[src/rtl/i2cs_pkg.sv]
package i2cs_pkg;

    localparam int BYTE_W = 8;

    typedef enum logic [3:0] {
        ST_OFF,
        ST_IDLE,
        ST_ADDR,
        ST_ADDR_ACK,
        ST_RX,
        ST_RX_ACK,
        ST_TX,
        ST_TX_ACK,
        ST_SKIP
    } eng_state_t;

    // register offsets
    localparam logic [1:0] OFS_CTRL = 2'd0;
    localparam logic [1:0] OFS_STAT = 2'd1;
    localparam logic [1:0] OFS_DATA = 2'd2;

    // control bit positions
    localparam int CB_EN  = 7;
    localparam int CB_IE  = 6;
    localparam int CB_NAK = 3;
    localparam int CB_RSV = 1;

    // status bit positions
    localparam int SB_HIT  = 6;
    localparam int SB_RD   = 2;
    localparam int SB_FLAG = 1;

endpackage

[src/rtl/i2cs_line_sync.sv]
module i2cs_line_sync #(
    parameter int STAGES = 2
) (
    input  logic clk,
    input  logic rst_n,
    input  logic en,
    input  logic scl_in,
    input  logic sda_in,
    output logic sda_lvl,
    output logic ev_start,
    output logic ev_stop,
    output logic ev_rise,
    output logic ev_fall
);
    localparam int FILL_W = STAGES + 1;

    logic [STAGES-1:0] scl_chain, sda_chain;
    logic              scl_q, sda_q;
    logic [FILL_W-1:0] fill;
    logic              valid, scl_s;

    always_ff @(posedge clk or negedge rst_n) begin
        if (!rst_n) begin
            scl_chain <= '1;
            sda_chain <= '1;
            scl_q     <= 1'b1;
            sda_q     <= 1'b1;
            fill      <= '0;
        end else if (!en) begin
            scl_chain <= '1;
            sda_chain <= '1;
            scl_q     <= 1'b1;
            sda_q     <= 1'b1;
            fill      <= '0;
        end else begin
            scl_chain[0] <= scl_in;
            sda_chain[0] <= sda_in;
            for (int i = 1; i < STAGES; i++) begin
                scl_chain[i] <= scl_chain[i-1];
                sda_chain[i] <= sda_chain[i-1];
            end
            scl_q <= scl_chain[STAGES-1];
            sda_q <= sda_chain[STAGES-1];
            fill  <= {fill[FILL_W-2:0], 1'b1};
        end
    end

    assign valid    = fill[FILL_W-1];
    assign scl_s    = scl_chain[STAGES-1];
    assign sda_lvl  = sda_chain[STAGES-1];
    assign ev_start = valid && scl_s && scl_q && sda_q && !sda_lvl;
    assign ev_stop  = valid && scl_s && scl_q && !sda_q && sda_lvl;
    assign ev_rise  = valid && scl_s && !scl_q;
    assign ev_fall  = valid && !scl_s && scl_q;

    // no bus event may come out of the first cycle after enabling
    assert_quiet_after_enable_R5: assert property (@(posedge clk) disable iff (!rst_n)
        $rose(en) |=> !(ev_start || ev_stop || ev_rise || ev_fall));

endmodule

[src/rtl/i2cs_engine.sv]
module i2cs_engine
    import i2cs_pkg::*;
#(
    parameter logic [6:0] SLAVE_ADDR = 7'h3A
) (
    input  logic              clk,
    input  logic              rst_n,
    input  logic              en,
    input  logic              nak_rx,
    input  logic [BYTE_W-1:0] tx_byte,
    input  logic              sda_lvl,
    input  logic              ev_start,
    input  logic              ev_stop,
    input  logic              ev_rise,
    input  logic              ev_fall,
    output logic              sda_pull,
    output logic              byte_done,
    output logic              rx_wr,
    output logic [BYTE_W-1:0] rx_byte,
    output logic              hit,
    output logic              rd_req
);
    localparam int CNT_W = $clog2(BYTE_W + 1);
    localparam logic [CNT_W-1:0] LAST = CNT_W'(BYTE_W);

    eng_state_t        state;
    logic [BYTE_W-1:0] shreg;
    logic [CNT_W-1:0]  bitcnt;
    logic              ack_seen;
    logic              step;

    assign step = en && !ev_start && !ev_stop;

    // state register and datapath
    always_ff @(posedge clk or negedge rst_n) begin
        if (!rst_n) begin
            state    <= ST_OFF;
            shreg    <= '0;
            bitcnt   <= '0;
            rd_req   <= 1'b0;
            ack_seen <= 1'b0;
        end else if (!en) begin
            state  <= ST_OFF;
            bitcnt <= '0;
            rd_req <= 1'b0;
        end else if (ev_stop) begin
            state <= ST_IDLE;
        end else if (ev_start) begin
            state  <= ST_ADDR;
            bitcnt <= '0;
        end else begin
            unique case (state)
                ST_OFF:  state <= ST_IDLE;
                ST_IDLE: ;
                ST_SKIP: ;
                ST_ADDR, ST_RX: begin
                    if (ev_rise) begin
                        shreg  <= {shreg[BYTE_W-2:0], sda_lvl};
                        bitcnt <= bitcnt + 1'b1;
                    end else if (ev_fall && bitcnt == LAST) begin
                        bitcnt <= '0;
                        if (state == ST_RX) begin
                            state <= ST_RX_ACK;
                        end else if (shreg[BYTE_W-1:1] == SLAVE_ADDR) begin
                            state  <= ST_ADDR_ACK;
                            rd_req <= shreg[0];
                        end else begin
                            state <= ST_SKIP;
                        end
                    end
                end
                ST_ADDR_ACK: begin
                    if (ev_fall) begin
                        if (rd_req) begin
                            state <= ST_TX;
                            shreg <= tx_byte;
                        end else begin
                            state <= ST_RX;
                        end
                    end
                end
                ST_RX_ACK: begin
                    if (ev_fall) state <= ST_RX;
                end
                ST_TX: begin
                    if (ev_rise) begin
                        bitcnt <= bitcnt + 1'b1;
                    end else if (ev_fall) begin
                        if (bitcnt == LAST) begin
                            state  <= ST_TX_ACK;
                            bitcnt <= '0;
                        end else begin
                            shreg <= {shreg[BYTE_W-2:0], 1'b0};
                        end
                    end
                end
                ST_TX_ACK: begin
                    if (ev_rise) begin
                        ack_seen <= !sda_lvl;
                    end else if (ev_fall) begin
                        if (ack_seen) begin
                            state <= ST_TX;
                            shreg <= tx_byte;
                        end else begin
                            state <= ST_SKIP;
                        end
                    end
                end
                default: state <= ST_OFF;
            endcase
        end
    end

    // outputs
    always_comb begin
        sda_pull  = 1'b0;
        byte_done = 1'b0;
        rx_wr     = 1'b0;
        hit       = 1'b0;
        unique case (state)
            ST_ADDR_ACK: begin
                sda_pull  = 1'b1;
                byte_done = step && ev_fall;
                hit       = 1'b1;
            end
            ST_RX: begin
                rx_wr = step && ev_fall && (bitcnt == LAST);
                hit   = 1'b1;
            end
            ST_RX_ACK: begin
                sda_pull  = !nak_rx;
                byte_done = step && ev_fall;
                hit       = 1'b1;
            end
            ST_TX: begin
                sda_pull = !shreg[BYTE_W-1];
                hit      = 1'b1;
            end
            ST_TX_ACK: begin
                byte_done = step && ev_fall;
                hit       = 1'b1;
            end
            default: ;
        endcase
    end

    assign rx_byte = shreg;

    assert_off_release_R3: assert property (@(posedge clk) disable iff (!rst_n)
        !en |=> !sda_pull);
    assert_start_addr_R12: assert property (@(posedge clk) disable iff (!rst_n)
        (en && ev_start && !ev_stop) |=> (state == ST_ADDR));
    assert_stop_idle_R12: assert property (@(posedge clk) disable iff (!rst_n)
        (en && ev_stop) |=> (state == ST_IDLE));
    assert_done_leaves_ack_R8: assert property (@(posedge clk) disable iff (!rst_n)
        byte_done |=> (state == ST_RX || state == ST_TX || state == ST_SKIP));

endmodule

[src/rtl/i2cs_regs.sv]
module i2cs_regs
    import i2cs_pkg::*;
(
    input  logic              clk,
    input  logic              rst_n,
    input  logic [1:0]        reg_addr,
    input  logic              reg_wr,
    input  logic [BYTE_W-1:0] reg_wdata,
    output logic [BYTE_W-1:0] reg_rdata,
    output logic [BYTE_W-1:0] ctrl,
    output logic [BYTE_W-1:0] data,
    input  logic              byte_done,
    input  logic              rx_wr,
    input  logic [BYTE_W-1:0] rx_byte,
    input  logic              hit,
    input  logic              rd_req,
    output logic              irq
);
    logic flag, clr_req, en;

    assign en      = ctrl[CB_EN];
    assign clr_req = reg_wr && (reg_addr == OFS_STAT) && reg_wdata[SB_FLAG];

    always_ff @(posedge clk or negedge rst_n) begin
        if (!rst_n) begin
            ctrl <= '0;
        end else if (reg_wr && reg_addr == OFS_CTRL) begin
            ctrl <= reg_wdata & ~(BYTE_W'(1) << CB_RSV);
        end
    end

    always_ff @(posedge clk or negedge rst_n) begin
        if (!rst_n) begin
            data <= '0;
        end else if (rx_wr) begin
            data <= rx_byte;
        end else if (reg_wr && reg_addr == OFS_DATA) begin
            data <= reg_wdata;
        end
    end

    always_ff @(posedge clk or negedge rst_n) begin
        if (!rst_n)         flag <= 1'b0;
        else if (!en)       flag <= 1'b0;
        else if (byte_done) flag <= 1'b1;
        else if (clr_req)   flag <= 1'b0;
    end

    always_comb begin
        reg_rdata = '0;
        unique case (reg_addr)
            OFS_CTRL: reg_rdata = ctrl;
            OFS_STAT: begin
                reg_rdata[SB_HIT]  = hit;
                reg_rdata[SB_RD]   = rd_req;
                reg_rdata[SB_FLAG] = flag;
            end
            OFS_DATA: reg_rdata = data;
            default:  reg_rdata = '0;
        endcase
    end

    assign irq = ctrl[CB_IE] & flag;

    assert_flag_keep_R7: assert property (@(posedge clk) disable iff (!rst_n)
        (flag && en && !clr_req && !(reg_wr && reg_addr == OFS_CTRL && !reg_wdata[CB_EN])) |=> flag);
    assert_rsvd_zero_R1: assert property (@(posedge clk) disable iff (!rst_n)
        (reg_addr == OFS_CTRL) |-> !reg_rdata[CB_RSV]);

endmodule

[src/rtl/i2c_slave_ctl.sv]
module i2c_slave_ctl
    import i2cs_pkg::*;
#(
    parameter logic [6:0] SLAVE_ADDR  = 7'h3A,
    parameter int         SYNC_STAGES = 2
) (
    input  logic       clk,
    input  logic       rst_n,
    input  logic [1:0] reg_addr,
    input  logic       reg_wr,
    input  logic [7:0] reg_wdata,
    output logic [7:0] reg_rdata,
    input  logic       scl_in,
    input  logic       sda_in,
    output logic       sda_pull_low,
    output logic       irq
);
    logic [BYTE_W-1:0] ctrl, data, rx_byte;
    logic sda_lvl, ev_start, ev_stop, ev_rise, ev_fall;
    logic byte_done, rx_wr, hit, rd_req;

    i2cs_regs u_regs (
        .clk       (clk),
        .rst_n     (rst_n),
        .reg_addr  (reg_addr),
        .reg_wr    (reg_wr),
        .reg_wdata (reg_wdata),
        .reg_rdata (reg_rdata),
        .ctrl      (ctrl),
        .data      (data),
        .byte_done (byte_done),
        .rx_wr     (rx_wr),
        .rx_byte   (rx_byte),
        .hit       (hit),
        .rd_req    (rd_req),
        .irq       (irq)
    );

    i2cs_line_sync #(.STAGES(SYNC_STAGES)) u_sync (
        .clk      (clk),
        .rst_n    (rst_n),
        .en       (ctrl[CB_EN]),
        .scl_in   (scl_in),
        .sda_in   (sda_in),
        .sda_lvl  (sda_lvl),
        .ev_start (ev_start),
        .ev_stop  (ev_stop),
        .ev_rise  (ev_rise),
        .ev_fall  (ev_fall)
    );

    i2cs_engine #(.SLAVE_ADDR(SLAVE_ADDR)) u_engine (
        .clk       (clk),
        .rst_n     (rst_n),
        .en        (ctrl[CB_EN]),
        .nak_rx    (ctrl[CB_NAK]),
        .tx_byte   (data),
        .sda_lvl   (sda_lvl),
        .ev_start  (ev_start),
        .ev_stop   (ev_stop),
        .ev_rise   (ev_rise),
        .ev_fall   (ev_fall),
        .sda_pull  (sda_pull_low),
        .byte_done (byte_done),
        .rx_wr     (rx_wr),
        .rx_byte   (rx_byte),
        .hit       (hit),
        .rd_req    (rd_req)
    );

endmodule

[config.mk]
export PLATFORM = sky130hd
export DESIGN_NAME = i2c_slave_ctl
export DESIGN_NICKNAME = d
export VERILOG_FILES = /design/src/rtl/i2cs_pkg.sv /design/src/rtl/i2cs_line_sync.sv /design/src/rtl/i2cs_engine.sv /design/src/rtl/i2cs_regs.sv /design/src/rtl/i2c_slave_ctl.sv
export SDC_FILE = /design/constraint.sdc
export NUM_CORES = 1
export LEC_CHECK = 0
export BUFFER_PORTS_ARGS = -buffer_cell sky130_fd_sc_hd__buf_2
export CAP_MARGIN = 0
export CORE_MARGIN = 2
export CORE_UTILIZATION = 40
export CTS_CLUSTER_SIZE = 28
export DETAILED_ROUTE_END_ITERATION = 6
export RECOVER_POWER = 25
export SLEW_MARGIN = 20
export SYNTH_ARGS = -nofsm -noshare
export SYNTH_HDL_FRONTEND = slang
export SYNTH_SLANG_ARGS = --single-unit
[constraint.sdc]
create_clock -name clk -period 2.28 [get_ports clk]
set_input_delay 0.114 -clock clk [delete_from_list [all_inputs] [get_ports clk]]
set_output_delay 0.114 -clock clk [all_outputs]
set_load 0.1 [all_outputs]
[After elaboration in Yosys (flattened, before gate mapping)]
Cells that the tools add are included.
Cells by class
  add/sub/neg operators: 1
  reduce and logical (&&, ||, !) cells: 39
  multiplexer cells: 63
  eq/ne operators: 43
  bitwise operators: 3
Operators with widths (number)
  $mux 4: 23
  $mux 8: 11
  $pmux 8 s4: 1
  $ne 5x2->1 const B: 6
  $ne 5x3->1 const B: 6
  $pmux 4 s7: 1
  $logic_and 1x1->1: 18
  $eq 4x3->1 const B: 4
  $mux 1: 16
  $ne 2x1->1 const B: 8
  $ne 2x2->1 const B: 8
  $reduce_and 13->1: 1
  $reduce_and 10->1: 1
  $reduce_and 5->1: 2
  $eq 4x2->1 const B: 2
  $eq 4x4->1 const B: 2
  $logic_not 1->1: 8
  $pmux 4 s2: 1
  $eq 7x6->1 const B: 1
  $reduce_and 7->1: 1
  $mux 2: 3
  $pmux 1 s3: 2
  $pmux 2 s3: 1
  $pmux 3 s2: 1
  18 further kinds: 21
Word-level totals
  input port bits: 15
  flip-flop bits (word level): 43
  output and inout port bits: 10

[Depth between registers and ports, before layout]
Gate-level depths: netlist (run 1).
  depth after elaboration: 11
  gate-level depth with buffers: 8
  gate-level depth less buffers: 7

[By module]
Synthesis (run 1) repeated with hierarchy kept, for this count alone.
Unflattened totals
  cell total of the unflattened synthesis: 248
  area total of the unflattened synthesis: 2588.7 um^2
By module, submodules not included
  i2cs_engine: times used 1, area each 1368.8 um^2, sequential area each 450.4 um^2, cells each 153
  i2cs_regs: times used 1, area each 887.1 um^2, sequential area each 400.4 um^2, cells each 71
  i2cs_line_sync: times used 1, area each 332.8 um^2, sequential area each 232.7 um^2, cells each 24

[Worst setup path before layout (run 1)]
No wires, ideal clock.
  kind: reg2out
  start point: register u_engine.state[1]
  end point: output reg_rdata[6]
  buffers on the path: 1
  stages on the path, launching flop included: 7
  data arrival time: 3.175 ns
  data required time: 2.166 ns
  setup slack: -1.009 ns
  path through: dfrtp_1 > buf_2 > and2b_1 > nand2_2 > nand3_1 > o21ai_0 > o21ai_0
Between the ends
  word-level cells in the longest chain between the ends: 4
RTL lines
  from (decl): RTL line i2cs_engine.sv:26  | eng_state_t state;
  from (signal assigned): RTL line i2cs_engine.sv:37  | state <= ST_OFF;
  from (signal assigned): RTL line i2cs_engine.sv:43  | state <= ST_OFF;
  from (signal assigned): RTL line i2cs_engine.sv:47  | state <= ST_IDLE;
  $eq 4x2->1 / $eq 4x3->1 (equally long branches): RTL line i2cs_engine.sv:120  | unique case (state)
  $reduce_or 5->1 (no source line) *
  $mux 1 *: RTL line i2cs_engine.sv:120
  $pmux 1 s3 *: RTL line i2cs_regs.sv:51  | unique case (reg_addr)
  to (decl): RTL line i2c_slave_ctl.sv:12  | output logic [7:0] reg_rdata,
Mark *: on every way between the ends. The rest lies on a longest branch, timed or not.

[Final worst setup path (run 1)]
Same ends and word-level chain as after synthesis.

==> results.py, run 1 <==
metrics = {
    "grt": {
        "grt_pass1_wl_mm": 8.735,
        "grt.total_usage": 0.1719,
        "grt-ovfl-total": 0,
        "antenna_found_initial": 0,
        "grt_max_degree": 44,
        "first_global_vias": 1757,
    },
    "job": {
        "maxCapViolations": 0,
    },
    "cells_and_area": {
        "layout_common_cells": "37 x dfrtp_1, 22 x buf_2, 20 x nand2_1, 16 x mux2i_1, 15 x nor2_1",
        "nets": 276,
        "n_antenna_cell": 0,
        "fillers": 559,
        "layout-drive-gt1-share": 0.3077,
        "final_common_cell": "dfrtp_1",
        "areaGrowthSynthToFinish_pct": 12.86,
    },
    "worst_setup_path": {
        "critPathKind": "flip-flop to output pin",
        "cp.arrival_ns": 1.99,
        "critPathRequiredTime_ns": 2.17,
        "path_max_fanout": 15,
        "worstSetupStartpointType": "flip-flop",
        "end_kind": "output pin",
    },
    "clocking": {
        "htreeDepth": 2,
        "cts_tree": "done",
        "clk_pin_slew_ns": 0.09,
        "cts.sinks": 43,
        "cts_root_buffer": "clkbuf_8",
        "clock_latency_ns": 0.30,
        "cts_buffer_depth": 2,
        "cts_buffers": 5,
        "postCtsSetupBuffers": 0,
    },
    "timing": {
        "setup_viol_count_final": 0,
        "fmax_mhz": 474.7,
        "worst_slew_pin_slew_ns": 0.8041,
        "finalHoldViolations": 0,
        "skew_ns": 0.01151,
        "fin_crit_sh": 0.9239,
        "finalSetupTns_ns": 0,
        "max_slew_margin": 0.4639,
        "fin_crit_ns": 2.106,
        "whs_ns": 0.06592,
        "grt_setup_unrepaired": "false",
        "drv_slew": 0,
    },
    "synth": {
        "avgSynthCellArea_um2": 10.76,
        "yosysTopAreaCellShare": 0.3776,
        "synth_cells": 228,
        "synth_seq_cells": 43,
        "syn-cell-area_mm2": 0.002452,
        "synth_edf_count": 0,
        "ys_top_cells_by_area": "dfrtp_1 38%, mux2i_1 6.5%, dfstp_2 6.4%, mux2_2 6.4%, mux2_4 4.9%",
        "yosys_most_used_dff": "dfrtp_1",
        "syn_nets": 245,
        "ys_types": 59,
        "yosysWarningCount": 0,
        "async_reset_ff_frac": 1.000,
        "synth_top_cell_by_area": "dfrtp_1",
        "ys_seq_area_frac": 0.4418,
    },
    "route": {
        "wl_per_cell_um": 15.76,
        "dr.pass1.iters": 4,
        "via_per_inst": 5.325,
        "vias": 1784,
        "routed_wirelength_mm": 5.281,
        "ant_nets": 0,
        "drc": 0,
        "drt_iter0_markers": 147,
    },
    "floorplanning": {
        "die_w_um": 82.30,
        "fp-row-count": 28,
        "io_pins": 25,
        "core_mm2": 0.005921,
        "fp.dieArea_mm2": 0.006773,
        "die_y_um": 82.30,
        "start_util": 0.4142,
    },
    "hold_path": {
        "hp-class": "input port to flip-flop",
    },
    "outcome": {
        "status": "completed",
    },
    "place": {
        "gp_congestion": 0.8504,
        "numPortBuffers": 24,
        "hpwl_mm": 3.683,
    },
    "pwr": {
        "p_leak_nw": 1.239,
        "p_per_area_mw_per_mm2": 684.7,
        "peakVddDrop_mv": 0.4379,
    },
}
==> worst max-delay path, cell delays in order, from the launching register on <==
cell      delay [ns]
dfrtp_1         0.61
and2b_1         0.26
nand2_2         0.15
nand3_1         0.12
o21ai_0         0.08
o21ai_1         0.13
clkbuf_4        0.34
==> flip-flops by register name (all words and copies together) (netlist names) <==
register	flops
u_engine.state	4
u_sync.scl_q	1
u_engine.rx_byte	8
u_regs.data	8
u_sync.scl_chain	2
u_sync.sda_chain	2
u_sync.fill	3
u_regs.flag	1
u_engine.ack_seen	1
u_sync.sda_q	1
u_engine.rd_req	1
u_engine.bitcnt	4
u_regs.ctrl	7
==> where the power goes <==
| part | internal, mW | total, mW | switching [mW] |
|---|---|---|---|
| combinational | 0.165 | 0.491 | 0.326 |
| sequential | 0.850 | 0.935 | 0.0849 |
| clock | 0.215 | 0.470 | 0.254 |
| total | 1.23 | 1.90 | 0.665 |
==> cell usage after synthesis (all sizes together) (6+ instances only) <==
master	count
nor2	16
nand2	21
mux2i	16
buf	6
nand2b	10
nor2b	6
mux2	22
dfrtp	37
o21ai	25
nand3	6
dfstp	6
inv	7
==> logic make-up (layout without fill, tap and decap cells) <==
| group | Yosys count | in the layout | synth area share |
|---|---|---|---|
| AOI/OAI and AO/OA | 44 | 44 | 0.1316 |
| xor gates and xnor gates | 1 | 1 | 0.003572 |
| adders and majority gates | 2 | 2 | 0.01020 |
| buffers and inverters | 16 | 48 | 0.03469 |
| DFF | 43 | 43 | 0.4418 |
| muxes | 38 | 38 | 0.1786 |
| and+or+nand+nor | 84 | 84 | 0.1995 |
==> final cells by class <==
type	count	area [um2]	share of cell area
Multi-Input combinational cell	169	1289	0.4656
Tap cell	75	93.84	0.03391
Timing Repair Buffer	33	193.9	0.07007
Inverter	7	26.28	0.009494
Clock buffer	7	76.32	0.02758
Sequential cell	43	1084	0.3915
Clock inverter	1	5.005	0.001808
==> timing repair <==
item | 4_1_cts | 5_1_grt
hold endpoints to repair | 14 | 0
gates resized for setup | 0 | 1
hold buffers | 3 | 0
setup endpoints to repair | 0 | 1
==> layer usage <==
layer | vias up | routed length, um | track usage
met2 | 33 | 2298 | 0.2500
met4 | 0 | 91 | 0.07167
li1 | 879 | - | -
met3 | 8 | 166 | 0.03587
met5 | - | 0 | 0
met1 | 864 | 2725 | 0.2476
==> path summary, 6_finish.rpt <==
check / start / to / slack, ns / cells past startpoint
max: u_engine.state[1]$_DFFE_PN0P_ / reg_rdata[6] / 0.17 / 6
min: reg_wdata[6] / u_regs.ctrl[6]$_DFFE_PN0P_ / 0.07 / 2
max reg2reg: u_engine.bitcnt[0]$_DFFE_PN0P_ / u_engine.rx_byte[4]$_DFFE_PN0P_ / 0.29 / 8
min reg2reg: u_sync.fill[0]$_DFF_PN0_ / u_sync.fill[1]$_DFF_PN0_ / 0.46 / 1
max in group asynchronous: rst_n / u_regs.data[3]$_DFFE_PN0P_ / 0.67 / 3
min in group asynchronous: rst_n / u_engine.bitcnt[1]$_DFFE_PN0P_ / 0.37 / 2
==> per-stage QoR <==
stage          std cells  instance area [um2]  worst slack, ns    util  total power [mW]
2_1_floorplan        228                 2457          -0.2578       -             1.302
3_3_place_gp         323                 2650           0.3432  0.4476             1.432
3_5_place_dp         323                 2650           0.3046  0.4476             1.435
4_1_cts              334                 2761          0.07711  0.4664             1.909
5_1_grt              335                 2768          0.06906  0.4675             1.987
6_report             335                 2768           0.1736  0.4675             1.895
Power figures use the tool's default switching activity.
==> run 2, diff against run 1 <==
HOLD_SLACK_MARGIN = 0.15   (was default)
==> results.py, run 2 (synthesis gave the netlist of run 1 again) <==
metrics = {
    "route": {
        "wl_per_cell_um": 15.55,
        "dr.pass1.iters": 4,
        "drt_iter0_markers": 163,
        "wl_met2_mm": 2.352,
        "vias": 1796,
        "met1_length_mm": 2.721,
        "via_per_inst": 5.236,
        "maxUsedRoutingLayer": "met4",
        "wl_met3_um": 193,
        "routed_wirelength_mm": 5.335,
        "drc": 0,
        "ant_nets": 0,
    },
    "grt": {
        "grt_max_degree": 44,
        "grt_pass1_wl_mm": 8.859,
        "first_global_vias": 1807,
        "grt.total_usage": 0.1738,
        "antenna_found_initial": 0,
        "grt-ovfl-total": 0,
    },
    "cells_and_area": {
        "nets": 284,
        "layout_common_cells": "37 x dfrtp_1, 22 x buf_2, 20 x nand2_1, 16 x mux2i_1, 15 x nor2_1",
        "seqCellArea_mm2": 0.001084,
        "final_area_mm2": 0.002848,
        "layout-drive-gt1-share": 0.2985,
        "final_cells": 343,
        "final_common_cell": "dfrtp_1",
        "n_antenna_cell": 0,
        "final_core_util": 0.4810,
        "fillers": 547,
        "areaGrowthSynthToFinish_pct": 16.12,
        "multi_input_area_mm2": 0.001289,
    },
    "floorplanning": {
        "fp-row-count": 28,
        "core_mm2": 0.005921,
        "fp.dieArea_mm2": 0.006773,
        "die_y_um": 82.30,
        "io_pins": 25,
        "die_w_um": 82.30,
        "start_util": 0.4142,
    },
    "outcome": {
        "status": "completed",
    },
    "timing": {
        "finalSetupTns_ns": 0,
        "drv_slew": 0,
        "fin_crit_ns": 2.120,
        "skew_ns": 0.01108,
        "max_slew_margin": 0.4658,
        "whs_ns": 0.2151,
        "setup_slack_ns": 0.1604,
        "worst_slew_pin_slew_ns": 0.8013,
        "fmax_mhz": 471.8,
        "fin_crit_sh": 0.9296,
        "grt_setup_unrepaired": "false",
        "setup_viol_count_final": 0,
        "finalHoldViolations": 0,
    },
    "place": {
        "gp_congestion": 0.8504,
        "hpwl_mm": 3.683,
        "placed_cells": 323,
        "placed_area_mm2": 0.002650,
        "numPortBuffers": 24,
        "place_ws_ns": 0.3046,
    },
    "worst_setup_path": {
        "worstPathCellList": "and2b_1 > nand2_2 > nand3_1 > o21ai_0 > o21ai_1 > clkbuf_4",
        "path_max_fanout": 15,
        "r2r_start": "u_engine.bitcnt[0]$_DFFE_PN0P_",
        "critPathLaunch": "u_engine.state[1]$_DFFE_PN0P_",
        "cp.arrival_ns": 2.01,
        "worstSetupStartpointType": "flip-flop",
        "slowest_stage": "dfrtp_1",
        "critPathRequiredTime_ns": 2.17,
        "cp_slowest_stage_delay_ns": 0.61,
        "critPathKind": "flip-flop to output pin",
        "end_kind": "output pin",
    },
    "clocking": {
        "htreeDepth": 2,
        "cts_buffers": 5,
        "cts_tree": "done",
        "clk_pin_slew_ns": 0.09,
        "clock_latency_ns": 0.30,
        "cts.sinks": 43,
        "cts_buffer_depth": 2,
        "cts_root_buffer": "clkbuf_8",
    },
    "job": {
        "maxCapViolations": 0,
    },
    "pwr": {
        "p_per_area_mw_per_mm2": 669.7,
        "p_total_mw": 1.907,
        "p_leak_nw": 1.272,
        "peakVddDrop_mv": 0.4371,
    },
    "hold_path": {
        "hp-class": "input port to flip-flop",
        "hold_start": "reg_wr",
    },
}
-- run 2: cell types whose count changed in the layout (fill, tap and decap cells not counted) --
cell	change
dlygate4sd3_1	+8
-- run 2: final timing paths --
path                                              endpoint  slack, ns  cells after the start
max in group asynchronous       u_regs.data[3]$_DFFE_PN0P_       0.68                      3
min in group asynchronous   u_engine.bitcnt[1]$_DFFE_PN0P_       0.37                      2
min reg2reg                       u_sync.fill[1]$_DFF_PN0_       0.46                      1
max                                           reg_rdata[6]       0.16                      6
min                                u_regs.flag$_DFFE_PN0P_       0.22                      4
max reg2reg                u_engine.rx_byte[4]$_DFFE_PN0P_       0.30                      8
-- run 2: final cells by class --
class,instances,share of cell area
multi-input cells,169,0.4525
inverters,7,0.009227
clock buffers,7,0.02680
clock inverters,1,0.001757
repair buffers,41,0.09622
well taps,75,0.03295
flip-flops and latches,43,0.3805
-- run 2: repair_timing --
item / CTS / global route
hold endpoints to repair: 54 / 0
setup buffers: 0 / 0
endpoints found under the setup margin: 0 / 1
hold buffers: 11 / 0
resized for setup: 0 / 1
-- run 2: critical path: cells and delay by family, from the launching register on --
kind	cells	cell delay, ns
AO/OA/AOI/OAI	2	0.21
buffers and inverters	1	0.35
AND/OR/NAND/NOR	3	0.53
flip-flops	1	0.61
-- run 2: metal layers --
layer  up-vias  GRT usage
li1        895          -
met1       862     0.2483
met2        33     0.2556
met3         6    0.03587
met4         0    0.07167
met5         -          0
-- run 2: where the power goes --
group | leakage [nW] | total, mW | switching (mW) | internal, mW
clock | 0.0422 | 0.470 | 0.255 | 0.215
sequential | 0.540 | 0.935 | 0.0848 | 0.850
combinational | 0.690 | 0.503 | 0.328 | 0.174
==> run 3, diff against run 2 <==
SYNTH_HIERARCHICAL = 1   (was default)
==> results.py, run 3 <==
metrics = {
    "hold_path": {
        "whs_path_depth": 3,
        "hold_end": "u_regs/flag$_DFFE_PN0P_",
        "hp-class": "input port to flip-flop",
        "hold_start": "reg_wdata[1]",
    },
    "worst_setup_path": {
        "cp.arrival_ns": 2.38,
        "critPathRequiredTime_ns": 2.47,
        "reg2reg_depth": 10,
        "r2r_end": "u_regs/data[4]$_DFFE_PN0P_",
        "critPathKind": "flip-flop to flip-flop",
        "r2r_start": "u_sync/scl_chain[1]$_DFF_PN1_",
        "path_max_fanout": 5,
        "end_kind": "flip-flop",
        "worstSetupStartpointType": "flip-flop",
        "ff2ff_setup_slack_ns": 0.09,
    },
    "timing": {
        "fin_crit_sh": 0.9617,
        "finalHoldViolations": 0,
        "grt_setup_unrepaired": "true",
        "skew_ns": 0.007656,
        "fin_crit_ns": 2.193,
        "worst_slew_pin_slew_ns": 0.7307,
        "fmax_mhz": 456.1,
        "whs_ns": 0.1819,
        "drv_slew": 0,
        "setup_viol_count_final": 0,
        "max_slew_margin": 0.5129,
    },
    "clocking": {
        "cts_tree": "done",
        "cts_buffer_depth": 2,
        "cts.sinks": 43,
        "clock_latency_ns": 0.29,
        "cts_root_buffer": "clkbuf_8",
        "cts_buffers": 5,
        "clk_pin_slew_ns": 0.09,
        "htreeDepth": 2,
    },
    "grt": {
        "grt-ovfl-total": 0,
        "antenna_found_initial": 0,
        "grt_pass1_wl_mm": 9.922,
        "grt_max_degree": 43,
        "grt.total_usage": 0.1722,
        "first_global_vias": 1980,
    },
    "floorplanning": {
        "start_util": 0.4106,
        "die_y_um": 84.27,
        "die_w_um": 84.27,
        "core_mm2": 0.006277,
        "io_pins": 25,
        "fp-row-count": 29,
        "fp.dieArea_mm2": 0.007101,
    },
    "cells_and_area": {
        "final_core_util": 0.4921,
        "final_common_cell": "dfrtp_1",
        "n_antenna_cell": 0,
        "layout-drive-gt1-share": 0.3771,
        "areaGrowthSynthToFinish_pct": 19.85,
        "nets": 313,
        "layout_common_cells": "37 x dfrtp_1, 35 x nand2_1, 34 x mux2_2, 22 x buf_2, 18 x buf_4",
    },
    "route": {
        "vias": 1982,
        "wl_met3_um": 129,
        "drc": 0,
        "maxUsedRoutingLayer": "met4",
        "wl_per_cell_um": 15.06,
        "drt_iter0_markers": 157,
        "ant_nets": 0,
        "met1_length_mm": 2.742,
        "dr.pass1.iters": 4,
        "routed_wirelength_mm": 5.631,
        "wl_met2_mm": 2.676,
        "via_per_inst": 5.299,
    },
    "synth": {
        "avgSynthCellArea_um2": 10.48,
        "syn_nets": 263,
        "yosysWarningCount": 6,
        "synth_cells": 246,
        "syn-cell-area_mm2": 0.002577,
    },
    "pwr": {
        "intPower_mw": 1.403,
        "p_leak_nw": 1.359,
        "switchingPower_uw": 675.2,
        "switching_share": 0.3248,
        "pwr-share-seq": 0.446,
        "combPwrFrac": 0.267,
        "p_clk_frac": 0.287,
        "peakVddDrop_mv": 0.3538,
        "p_per_area_mw_per_mm2": 672.9,
    },
    "job": {
        "maxCapViolations": 0,
    },
    "outcome": {
        "status": "completed",
    },
    "place": {
        "hpwl_mm": 4.018,
        "numPortBuffers": 24,
        "gp_congestion": 0.8563,
    },
}
==> run 3: timing repair <==
action                                  in CTS  in global routing
setup buffers                                0                  2
gates resized for setup                      1                  5
endpoints found under the setup margin       8                 19
endpoints found under the hold margin       46                  0
hold buffers                                10                  0
==> run 3: how the worst max path moves through the flow <==
| stage | from | end | slack (ns) | cells after the start |
|---|---|---|---|---|
| global placement | u_sync/scl_chain[1]$_DFF_PN1_ | u_engine/rx_byte[4]$_DFFE_PN0P_ | -0.04 | 8 |
| finish | u_sync/scl_chain[1]$_DFF_PN1_ | u_regs/data[4]$_DFFE_PN0P_ | 0.09 | 10 |
| floorplan | u_sync/scl_chain[1]$_DFF_PN1_ | u_regs/data[0]$_DFFE_PN0P_ | 0.10 | 9 |
| detailed placement | u_sync/scl_chain[1]$_DFF_PN1_ | u_engine/rx_byte[4]$_DFFE_PN0P_ | -0.08 | 8 |
| CTS | u_sync/scl_chain[1]$_DFF_PN1_ | u_regs/data[0]$_DFFE_PN0P_ | 0.06 | 9 |
| global route | u_sync/scl_chain[1]$_DFF_PN1_ | u_regs/data[4]$_DFFE_PN0P_ | -0.02 | 10 |
==> run 3: routing by layer <==
metal,GRT usage,vias to the layer above
met5,0,-
met4,0.05425,0
met3,0.02458,7
met2,0.2633,39
met1,0.2527,962
li1,-,974
==> run 3: power by group through the flow <==
| stage | combinational [mW] | clock [mW] | sequential [mW] |
|---|---|---|---|
| 2_1_floorplan | 0.449 | 0 | 0.907 |
| 3_3_place_gp | 0.535 | 0 | 0.936 |
| 3_5_place_dp | 0.537 | 0 | 0.939 |
| 4_1_cts | 0.552 | 0.612 | 0.924 |
| 5_1_grt | 0.606 | 0.653 | 0.944 |
| 6_report | 0.556 | 0.596 | 0.927 |
==> run 3: final cells by class <==
cell class / instances / area (um2)
clock inverters: 2 / 37.54
fillers: 593 / 3188
inverters: 6 / 22.52
repair buffers: 55 / 385.4
flip-flops and latches: 43 / 1084
well taps: 77 / 96.34
multi-input cells: 185 / 1391
clock buffers: 6 / 72.57
==> run 3: critical path, cell delays in order, from the launching register on <==
cell and delay [ns]:
dfstp_2 0.57, nand3_2 0.11, nor3b_4 0.22, nand2b_4 0.16, nor2_1 0.06, nand4b_1 0.10, nor2_1 0.06, buf_4 0.16
a31oi_4 0.14, buf_4 0.17, mux2_2 0.33
==> run 3: metrics by stage <==
| step | setup TNS, ns | cell area, um2 | total power, mW | setup slack [ns] | cells |
|---|---|---|---|---|---|
| after floorplan | 0 | 2581 | 1.356 | 0.1048 | 246 |
| after global placement | -0.2126 | 2838 | 1.472 | -0.03509 | 353 |
| after detailed placement | -0.5992 | 2838 | 1.476 | -0.08225 | 353 |
| after CTS | 0 | 3050 | 2.089 | 0.06173 | 371 |
| after global routing | -0.05582 | 3089 | 2.203 | -0.01596 | 374 |
| final | 0 | 3089 | 2.079 | 0.08733 | 374 |
